--- src/rtl/lfsr_fetch_pkg.sv ---
// Package: shared phase encoding and opcode-length decode for the fetch unit.
// Assumes 8-bit opcodes. The two-byte opcode set is fixed by the instruction encoding.
package lfsr_fetch_pkg;

    localparam int OPC_W = 8;
    localparam logic [OPC_W-1:0] LONG_SINGLE = 8'h5F;
    localparam logic [3:0] LONG_NIBBLE = 4'h7;
    localparam logic [OPC_W-1:0] NOP_CODE = 8'h00;

    typedef enum logic [1:0] {
        PH_ADDR = 2'd0,   // issue opcode address
        PH_OP   = 2'd1,   // opcode on rom_data
        PH_ARG  = 2'd2    // operand on rom_data
    } fetch_phase_e;

    // Returns 1 when an opcode is followed by an operand byte.
    function automatic logic is_long_op(input logic [OPC_W-1:0] op);
        return (op == LONG_SINGLE) || (op[OPC_W-1:OPC_W-4] == LONG_NIBBLE);
    endfunction

endpackage

--- src/rtl/lfsr_step_counter.sv ---
// Module: program counter made of a page field and an LFSR step field.
// A load takes the whole address and wins over an advance. An advance moves only
// the step field along the XNOR-feedback sequence and keeps the page.
// Assumes STEP_W >= 2.
module lfsr_step_counter #(
    parameter int PAGE_W = 6,
    parameter int STEP_W = 6
) (
    input  logic                     clk,
    input  logic                     rst_n,
    input  logic                     adv_en,
    input  logic                     load_en,
    input  logic [PAGE_W+STEP_W-1:0] load_addr,
    output logic [PAGE_W+STEP_W-1:0] pc
);
    localparam int PC_W = PAGE_W + STEP_W;

    logic [STEP_W-1:0] step_q;
    logic [STEP_W-1:0] step_adv;
    logic [PAGE_W-1:0] page_q;

    // Next step value: shift right and feed the XNOR of the two low bits into the top.
    always_comb begin
        step_adv = {step_q[0] ~^ step_q[1], step_q[STEP_W-1:1]};
    end

    // Counter register: reset, load, or advance.
    always_ff @(posedge clk) begin
        if (!rst_n) begin
            page_q <= '0;
            step_q <= '0;
        end else if (load_en) begin
            page_q <= load_addr[PC_W-1:STEP_W];
            step_q <= load_addr[STEP_W-1:0];
        end else if (adv_en) begin
            step_q <= step_adv;
        end
    end

    assign pc = {page_q, step_q};

endmodule

--- src/rtl/ret_addr_stack.sv ---
// Module: return-address stack with a fixed number of levels. It shifts on push and pop.
// A push inserts at level 0 and the deepest entry falls off. A pop shifts toward level 0
// and the deepest level keeps its value. Assumes DEPTH >= 2 and no push and pop together.
module ret_addr_stack #(
    parameter int ADDR_W = 12,
    parameter int DEPTH  = 2
) (
    input  logic              clk,
    input  logic              rst_n,
    input  logic              push,
    input  logic              pop,
    input  logic [ADDR_W-1:0] push_addr,
    output logic [ADDR_W-1:0] top_addr
);
    logic [DEPTH-1:0][ADDR_W-1:0] lvl_q;

    // Stack storage: clear on reset, shift on pop or push.
    always_ff @(posedge clk) begin
        if (!rst_n) begin
            lvl_q <= '0;
        end else if (pop) begin
            lvl_q <= {lvl_q[DEPTH-1], lvl_q[DEPTH-1:1]};
        end else if (push) begin
            lvl_q <= {lvl_q[DEPTH-2:0], push_addr};
        end
    end

    assign top_addr = lvl_q[0];

endmodule

--- src/rtl/fetch_sequencer.sv ---
// Module: byte-fetch phase machine. It issues ROM reads, detects two-byte opcodes,
// applies a pending skip and presents complete instructions.
// Assumes a ROM that returns data one cycle after rom_en. A redirect (jump or pop)
// drops the instruction in flight and restarts at the address phase.
module fetch_sequencer
    import lfsr_fetch_pkg::*;
(
    input  logic             clk,
    input  logic             rst_n,
    input  logic             redirect,
    input  logic             skip_req,
    input  logic [OPC_W-1:0] rom_data,
    output logic             rd_en,
    output logic             op_valid,
    output logic [OPC_W-1:0] opcode,
    output logic [OPC_W-1:0] operand
);
    fetch_phase_e     phase_q;
    logic             skip_q;
    logic             skipped_q;
    logic [OPC_W-1:0] op_hold_q;
    logic             data_long;
    logic             consume;

    // Length decode of the byte now on the ROM data port.
    always_comb begin
        data_long = is_long_op(rom_data);
        consume   = (phase_q == PH_OP) && !redirect;
        rd_en     = !redirect && ((phase_q == PH_ADDR) || ((phase_q == PH_OP) && data_long));
    end

    // Skip flag: set by request, cleared when an opcode is captured.
    always_ff @(posedge clk) begin
        if (!rst_n) begin
            skip_q <= 1'b0;
        end else begin
            skip_q <= skip_req || (skip_q && !consume);
        end
    end

    // Phase machine and instruction output registers.
    always_ff @(posedge clk) begin
        if (!rst_n) begin
            phase_q   <= PH_ADDR;
            op_valid  <= 1'b0;
            opcode    <= '0;
            operand   <= '0;
            op_hold_q <= '0;
            skipped_q <= 1'b0;
        end else begin
            op_valid <= 1'b0;
            if (redirect) begin
                phase_q <= PH_ADDR;
            end else begin
                unique case (phase_q)
                    PH_ADDR: phase_q <= PH_OP;
                    PH_OP: begin
                        if (data_long) begin
                            op_hold_q <= skip_q ? NOP_CODE : rom_data;
                            skipped_q <= skip_q;
                            phase_q   <= PH_ARG;
                        end else begin
                            opcode   <= skip_q ? NOP_CODE : rom_data;
                            operand  <= NOP_CODE;
                            op_valid <= 1'b1;
                            phase_q  <= PH_ADDR;
                        end
                    end
                    PH_ARG: begin
                        opcode   <= op_hold_q;
                        operand  <= skipped_q ? NOP_CODE : rom_data;
                        op_valid <= 1'b1;
                        phase_q  <= PH_ADDR;
                    end
                    default: phase_q <= PH_ADDR;
                endcase
            end
        end
    end

endmodule

--- src/rtl/lfsr_fetch_unit.sv ---
// Module: top of the fetch unit. Joins the LFSR program counter, the byte-fetch
// sequencer and the return-address stack.
// Assumes the execution stage raises push_en only in a cycle where op_valid is high.
// Priority for the next counter value: jump, then pop, then sequential advance.
module lfsr_fetch_unit #(
    parameter int PAGE_W      = 6,
    parameter int STEP_W      = 6,
    parameter int STACK_DEPTH = 2
) (
    input  logic                     clk,
    input  logic                     rst_n,
    output logic [PAGE_W+STEP_W-1:0] rom_addr,
    output logic                     rom_en,
    input  logic [7:0]               rom_data,
    input  logic                     skip_req,
    input  logic                     push_en,
    input  logic                     pop_en,
    input  logic                     jump_en,
    input  logic [PAGE_W+STEP_W-1:0] jump_addr,
    output logic                     op_valid,
    output logic [7:0]               opcode,
    output logic [7:0]               operand
);
    localparam int PC_W = PAGE_W + STEP_W;

    logic [PC_W-1:0] pc;
    logic [PC_W-1:0] stk_top;
    logic [PC_W-1:0] load_addr;
    logic            redirect;
    logic            stk_pop;
    logic            stk_push;

    // Redirect selection: a jump overrides a pop; a pop overrides a push.
    always_comb begin
        redirect  = jump_en || pop_en;
        load_addr = jump_en ? jump_addr : stk_top;
        stk_pop   = pop_en && !jump_en;
        stk_push  = push_en && !pop_en;
    end

    lfsr_step_counter #(
        .PAGE_W (PAGE_W),
        .STEP_W (STEP_W)
    ) u_pc (
        .clk       (clk),
        .rst_n     (rst_n),
        .adv_en    (rom_en),
        .load_en   (redirect),
        .load_addr (load_addr),
        .pc        (pc)
    );

    fetch_sequencer u_seq (
        .clk      (clk),
        .rst_n    (rst_n),
        .redirect (redirect),
        .skip_req (skip_req),
        .rom_data (rom_data),
        .rd_en    (rom_en),
        .op_valid (op_valid),
        .opcode   (opcode),
        .operand  (operand)
    );

    ret_addr_stack #(
        .ADDR_W (PC_W),
        .DEPTH  (STACK_DEPTH)
    ) u_stk (
        .clk       (clk),
        .rst_n     (rst_n),
        .push      (stk_push),
        .pop       (stk_pop),
        .push_addr (pc),
        .top_addr  (stk_top)
    );

    assign rom_addr = pc;

endmodule

--- config.mk ---
export PLATFORM = sky130hd
export DESIGN_NAME = lfsr_fetch_unit
export DESIGN_NICKNAME = d
export VERILOG_FILES = /design/src/rtl/lfsr_fetch_pkg.sv /design/src/rtl/lfsr_step_counter.sv /design/src/rtl/ret_addr_stack.sv /design/src/rtl/fetch_sequencer.sv /design/src/rtl/lfsr_fetch_unit.sv
export SDC_FILE = /design/constraint.sdc
export NUM_CORES = 1
export LEC_CHECK = 0
export ABC_CLOCK_PERIOD_IN_PS = 2300
export BUFFER_PORTS_ARGS = -buffer_cell sky130_fd_sc_hd__buf_2
export CORE_ASPECT_RATIO = 1.75
export CORE_MARGIN = 2
export CORE_UTILIZATION = 55
export CTS_CLUSTER_DIAMETER = 30
export DETAILED_ROUTE_END_ITERATION = 8
export PLACE_DENSITY = 0.76
export SLEW_MARGIN = 20
export SYNTH_ARGS = -nofsm -noshare
export SYNTH_HDL_FRONTEND = slang
export SYNTH_SLANG_ARGS = --single-unit
--- constraint.sdc ---
create_clock -name clk -period 2.3 [get_ports clk]
set_clock_uncertainty 0.15 [all_clocks]
set_input_delay 0.23 -clock clk [delete_from_list [all_inputs] [get_ports clk]]
set_output_delay 0.23 -clock clk [all_outputs]
set_load 0.01 [all_outputs]
; ---- Yosys cells after proc, flatten, opt, wreduce, memory -nomap -nowiden
; Cells that the tools add are included.
[word_totals]
ff_bits = 65
input_bits = 26
output_inout_bits = 30
elab_cells = 57
[op_classes]
eq_ne = 5
n_mux = 15
n_bitwise = 4
n_reduce_logical = 22
[op_table]
columns = cell, count
row1 = 12-bit two-way mux, 3
row2 = 8-bit two-way mux, 4
row3 = 8-bit case mux with 2 select lines, 2
row4 = 6-bit two-way mux, 2
row5 = "8-bit by 7-bit equality test with 1-bit output, second input constant", 1
row6 = 1-bit logical AND, 6
row7 = 3-bit AND reduction, 2
row8 = 2-bit nonzero test, 3
row9 = "4-bit by 3-bit equality test with 1-bit output, second input constant", 1
row10 = 1-bit zero test, 4
row11 = 1-bit logical OR, 4
row12 = 2-bit case mux with 2 select lines, 1
row13 = 1-bit inverter, 3
row14 = "2-bit by 1-bit equality test with 1-bit output, second input constant", 1
row15 = "2-bit equality test, second input constant", 1
row16 = 2-bit zero test, 1
row17 = 2-bit two-way mux, 1
row18 = "2-bit inequality test, second input constant", 1
row19 = 1-bit case mux with 2 select lines, 1
row20 = 2-bit AND reduction, 1
row21 = 2-bit OR reduction, 1
row22 = 1-bit two-way mux, 1
row23 = 1-bit bitwise XNOR, 1

; ---- Longest topological paths before layout
[depth]
word_depth = 7
depth_mapped = 6

; ---- Hierarchy
; Synthesis repeated with hierarchy kept, for this count alone.
[hier_totals]
hier_cells = 329
area_unflattened_um2 = 3176.8
[modules_own_cells]
columns = module, n_inst, cells_per_inst, area_per_inst_um2, seq_area_each_um2
row1 = fetch_sequencer, 1, 146, 1423.9, 580.6
row2 = ret_addr_stack, 1, 119, 1064.8, 480.5
row3 = lfsr_step_counter, 1, 48, 520.5, 240.2
row4 = lfsr_fetch_unit, 1, 16, 167.7, 0.0

; ---- Worst setup path after synthesis
; Ideal clock, no wire load.
[synth_path]
path_type = register -> register
start = reg u_seq.phase_q[1]
end = reg u_seq.skipped_q
t_arrival_ps = 1377
required_ps = 2078
path_slack_ps = 701
stages_incl_launch_ff = 7
n_path_buf = 1
synth_period_minus_slack_ps = 1599
path_cell_list = dfxtp_1 -> inv_1 -> ha_1 -> or3b_4 -> nor3_2 -> buf_4 -> mux2i_1
[synth_via]
elab_chain_len = 2
[synth_lines]
columns = item, line_no
row1 = from (decl), fetch_sequencer.sv:18  ; fetch_phase_e phase_q;
row2 = from (signal assigned), fetch_sequencer.sv:44  ; phase_q <= PH_ADDR;
row3 = from (signal assigned), fetch_sequencer.sv:53  ; phase_q <= PH_ADDR;
row4 = from (signal assigned), fetch_sequencer.sv:56  ; PH_ADDR: phase_q <= PH_OP;
row5 = 2-bit by 1-bit equality test with 1-bit output, fetch_sequencer.sv:55  ; unique case (phase_q)
row6 = 3-bit AND reduction (no source line), n/a
row7 = to (signal assigned), fetch_sequencer.sv:60  ; skipped_q <= skip_q;
row8 = to (decl), fetch_sequencer.sv:20  ; logic skipped_q;
; Every way passes these cells.
; A chain may end at the register's enable or synchronous reset.

; ---- Worst setup path after layout
[layout_path]
start = reg u_seq.phase_q[1]
end = out rom_en
[layout_via]
elab_chain_len = 4
[layout_lines]
columns = item, line_no
row1 = 2-bit by 1-bit equality test with 1-bit output, fetch_sequencer.sv:29  ; rd_en = !redirect && ((phase_q == PH_ADDR) || ((phase_q == PH_OP) && data_long));
row2 = 1-bit logical AND, fetch_sequencer.sv:29
row3 = 1-bit logical OR (*), fetch_sequencer.sv:29
row4 = 1-bit logical AND (*), fetch_sequencer.sv:29
row5 = to (decl), lfsr_fetch_unit.sv:13  ; output logic rom_en,
; Every way passes the cells marked *; elsewhere a longest branch is shown, timed or not.

==> results.yml <==
cells_and_area:
  final_cells: 447
  final_core_util_pct: 66.6
  layout-drive-gt1-share_pct: 24.0
  nNetsFinal: 416
  n_antenna_cell: 0
  num-fill-cells: 437
  syn_to_final_growth_pct: 16.5
synth:
  synth_top_area_cell: "dfxtp_1"
  ys_top_cells_by_area: "dfxtp_1, mux2i_1, nand2_1, a21oi_1, mux2_2"
  synth.top_cell.area_share_pct: 43.3
  postSynth.asyncResetShare_pct: 0
  synth_flop_cell: "dfxtp_1"
  yosys.cell_count.top_type: "dfxtp_1"
  synth_area_per_cell_um2: 9.05
  synth_seq_cells: 65
  netlist_area_um2: 3000
  ys_top_cells_by_count: "dfxtp_1, nand2_1, mux2i_1"
  yosys_warnings: 0
  syn_nets: 361
  yosysUniqueCellTypes: 40
  syn_inst: 332
  synth-seq-area-share_pct: 43.3
  synth_edf_count: 0
routing:
  vias: 2539
  drtAntennaViolNets: 0
  routed_via_density: 5.68
  dr.pass1.iters: 4
  drt_iter0_drc: 84
  drc: 0
  wl_per_cell_um: 14.3
  drt-total-wl_um: 6400
clocking:
  h-tree-depth: 3
  cts_sinks: 65
  cts_setup_buffers: 0
  path_clk_slew_ns: 0.06
  cts_buffers: 9
  cts_root_buf: "clkbuf_8"
  cts_buffer_depth: 2
  cts_hold_buffers: 7
  clkLatencyLatePin_ns: 0.34
  cts_resized: 0
  cts_tree: "done"
placement:
  post-dp-hpwl_um: 4500
  place_inst: 424
  gp_congestion: 0.766
  io_buffer_count: 55
grt:
  grt_pass1_vias: 2412
  grt_pass1_wl_um: 10500
  grt_usage_pct: 22.8
  antenna_found_initial: 0
  grt_max_degree: 26
  overflow: 0
floorplanning:
  row_count: 35
  io_pins: 56
  coreArea_um2: 5260
  die_area_um2: 6090
  start_util_pct: 57.2
  die_w_um: 59.9
  fp.dieH_um: 102
timing:
  slew_headroom_pct: 65.7
  finalHoldViolations: 0
  tightest_slew_ns: 0.514
  setup_tns_ns: 0
  finalCriticalPeriod_ns: 1.86
  fmax_mhz: 537
  setup_viol: 0
  fin_crit_sh_pct: 80.9
  drv_slew: 0
  rsz0062_at_grt: "no"
setup_path:
  crit_fanout: 4
  path_cells: "inv_1, ha_1, nand4b_2, nor2_1, o21a_1, buf_2"
  critPathBufInv: 2
  crit_required_ns: 1.92
  critPathKind: "reg2out"
  cpMaxStageDelayCell: "dfxtp_1"
  crit_family: "simple AND/OR/NAND/NOR gates"
  worstPathArrival_ns: 1.48
  crit_path_start_kind: "flip-flop"
  crit_path_end_kind: "primary output"
  cpPeakStageDelay_ns: 0.32
  r2r_slack_ns: 0.53
job:
  cap_violations: 0
power:
  max-vdd-ir-drop_v: 0.000471
  p_leak_nw: 1.47
  powerDensity_nw_per_um2: 626
hold_path:
  hp-class: "in2reg"
outcome:
  outcome: "completed"
## registers in the layout, summed over array words and instances (netlist names)
name	flops
u_seq.op_valid	1
u_stk.top_addr	12
u_seq.opcode	8
u_pc.step_q	6
u_seq.op_hold_q	8
u_seq.skip_q	1
u_seq.phase_q	2
u_seq.skipped_q	1
u_stk.lvl_q	12
u_pc.page_q	6
u_seq.operand	8
## worst min-delay path, cell delays in order
cell     delay [ns]
buf_2          0.12
nand2_1        0.06
mux2i_1        0.06
## power breakdown
group,switching [mW],internal [mW],total [mW]
registers,0.0240,1.15,1.17
logic,0.121,0.0963,0.218
clock network,0.416,0.384,0.800
## worst paths after layout
path | from | end | cells past startpoint
worst max-delay path | u_seq.phase_q[1] | rom_en | 6
worst min-delay path | rom_data[4] | u_seq.operand[4] | 3
worst max register to register | u_seq.phase_q[0] | u_seq.operand[2] | 5
worst min register to register | u_seq.op_hold_q[7] | u_seq.op_hold_q[7] | 2
## cell usage in the layout (no fill, tap or decap), types with 6 or more instances in the layout
cell type / Yosys / layout
mux2_2: 11 / 11
nand2b_1: 7 / 7
dfxtp_1: 65 / 65
nor3b_1: 8 / 8
nand2_1: 62 / 62
o21ai_0: 10 / 10
clkbuf_8: 0 / 9
a22oi_1: 12 / 12
and2_1: 8 / 8
a21oi_1: 26 / 26
mux2i_1: 35 / 35
nand3_1: 13 / 13
dlygate4sd3_1: 0 / 7
nand3b_1: 6 / 6
buf_4: 1 / 9
nor2_1: 9 / 9
buf_2: 9 / 55
## metal layers
layer  global-route usage [%]  routed length, um
met1                     23.7               2590
met2                     40.8               3390
met3                     4.47                249
met4                     13.3                170
met5                        0                  0
## cell type report
cell class,instances,area [um^2],share of cell area [%]
flip-flops and latches,65,1300,37.2
clock buffers,12,135,3.86
inverters,5,18.8,0.536
clock inverters,4,20.0,0.572
repair buffers,71,413,11.8
multi-input cells,235,1540,44.1
well taps,55,68.8,1.97
## cell families after synthesis
kind of cell    Yosys count  share of synthesized area [%]
buf+inv                  32                           5.29
xor+xnor                  1                          0.292
fa+ha+maj                 3                           1.25
flops                    65                           43.3
mux                      46                           15.8
simple gates            125                           20.9
compound gates           60                           13.2
## per-stage QoR
stage / worst slack [ns] / hold slack, ns / instance area [um^2] / total power [mW]
CTS: 0.419 / 0.0224 / 3500 / 2.21
global route: 0.307 / 0.0291 / 3500 / 2.29
detailed placement: 0.540 / 0.270 / 3280 / 1.41
global placement: 0.631 / 0.275 / 3280 / 1.40
finish: 0.439 / 0.0327 / 3500 / 2.19
floorplan: 0.701 / 0.197 / 3000 / 1.33
(Power assumes the default switching activity.)
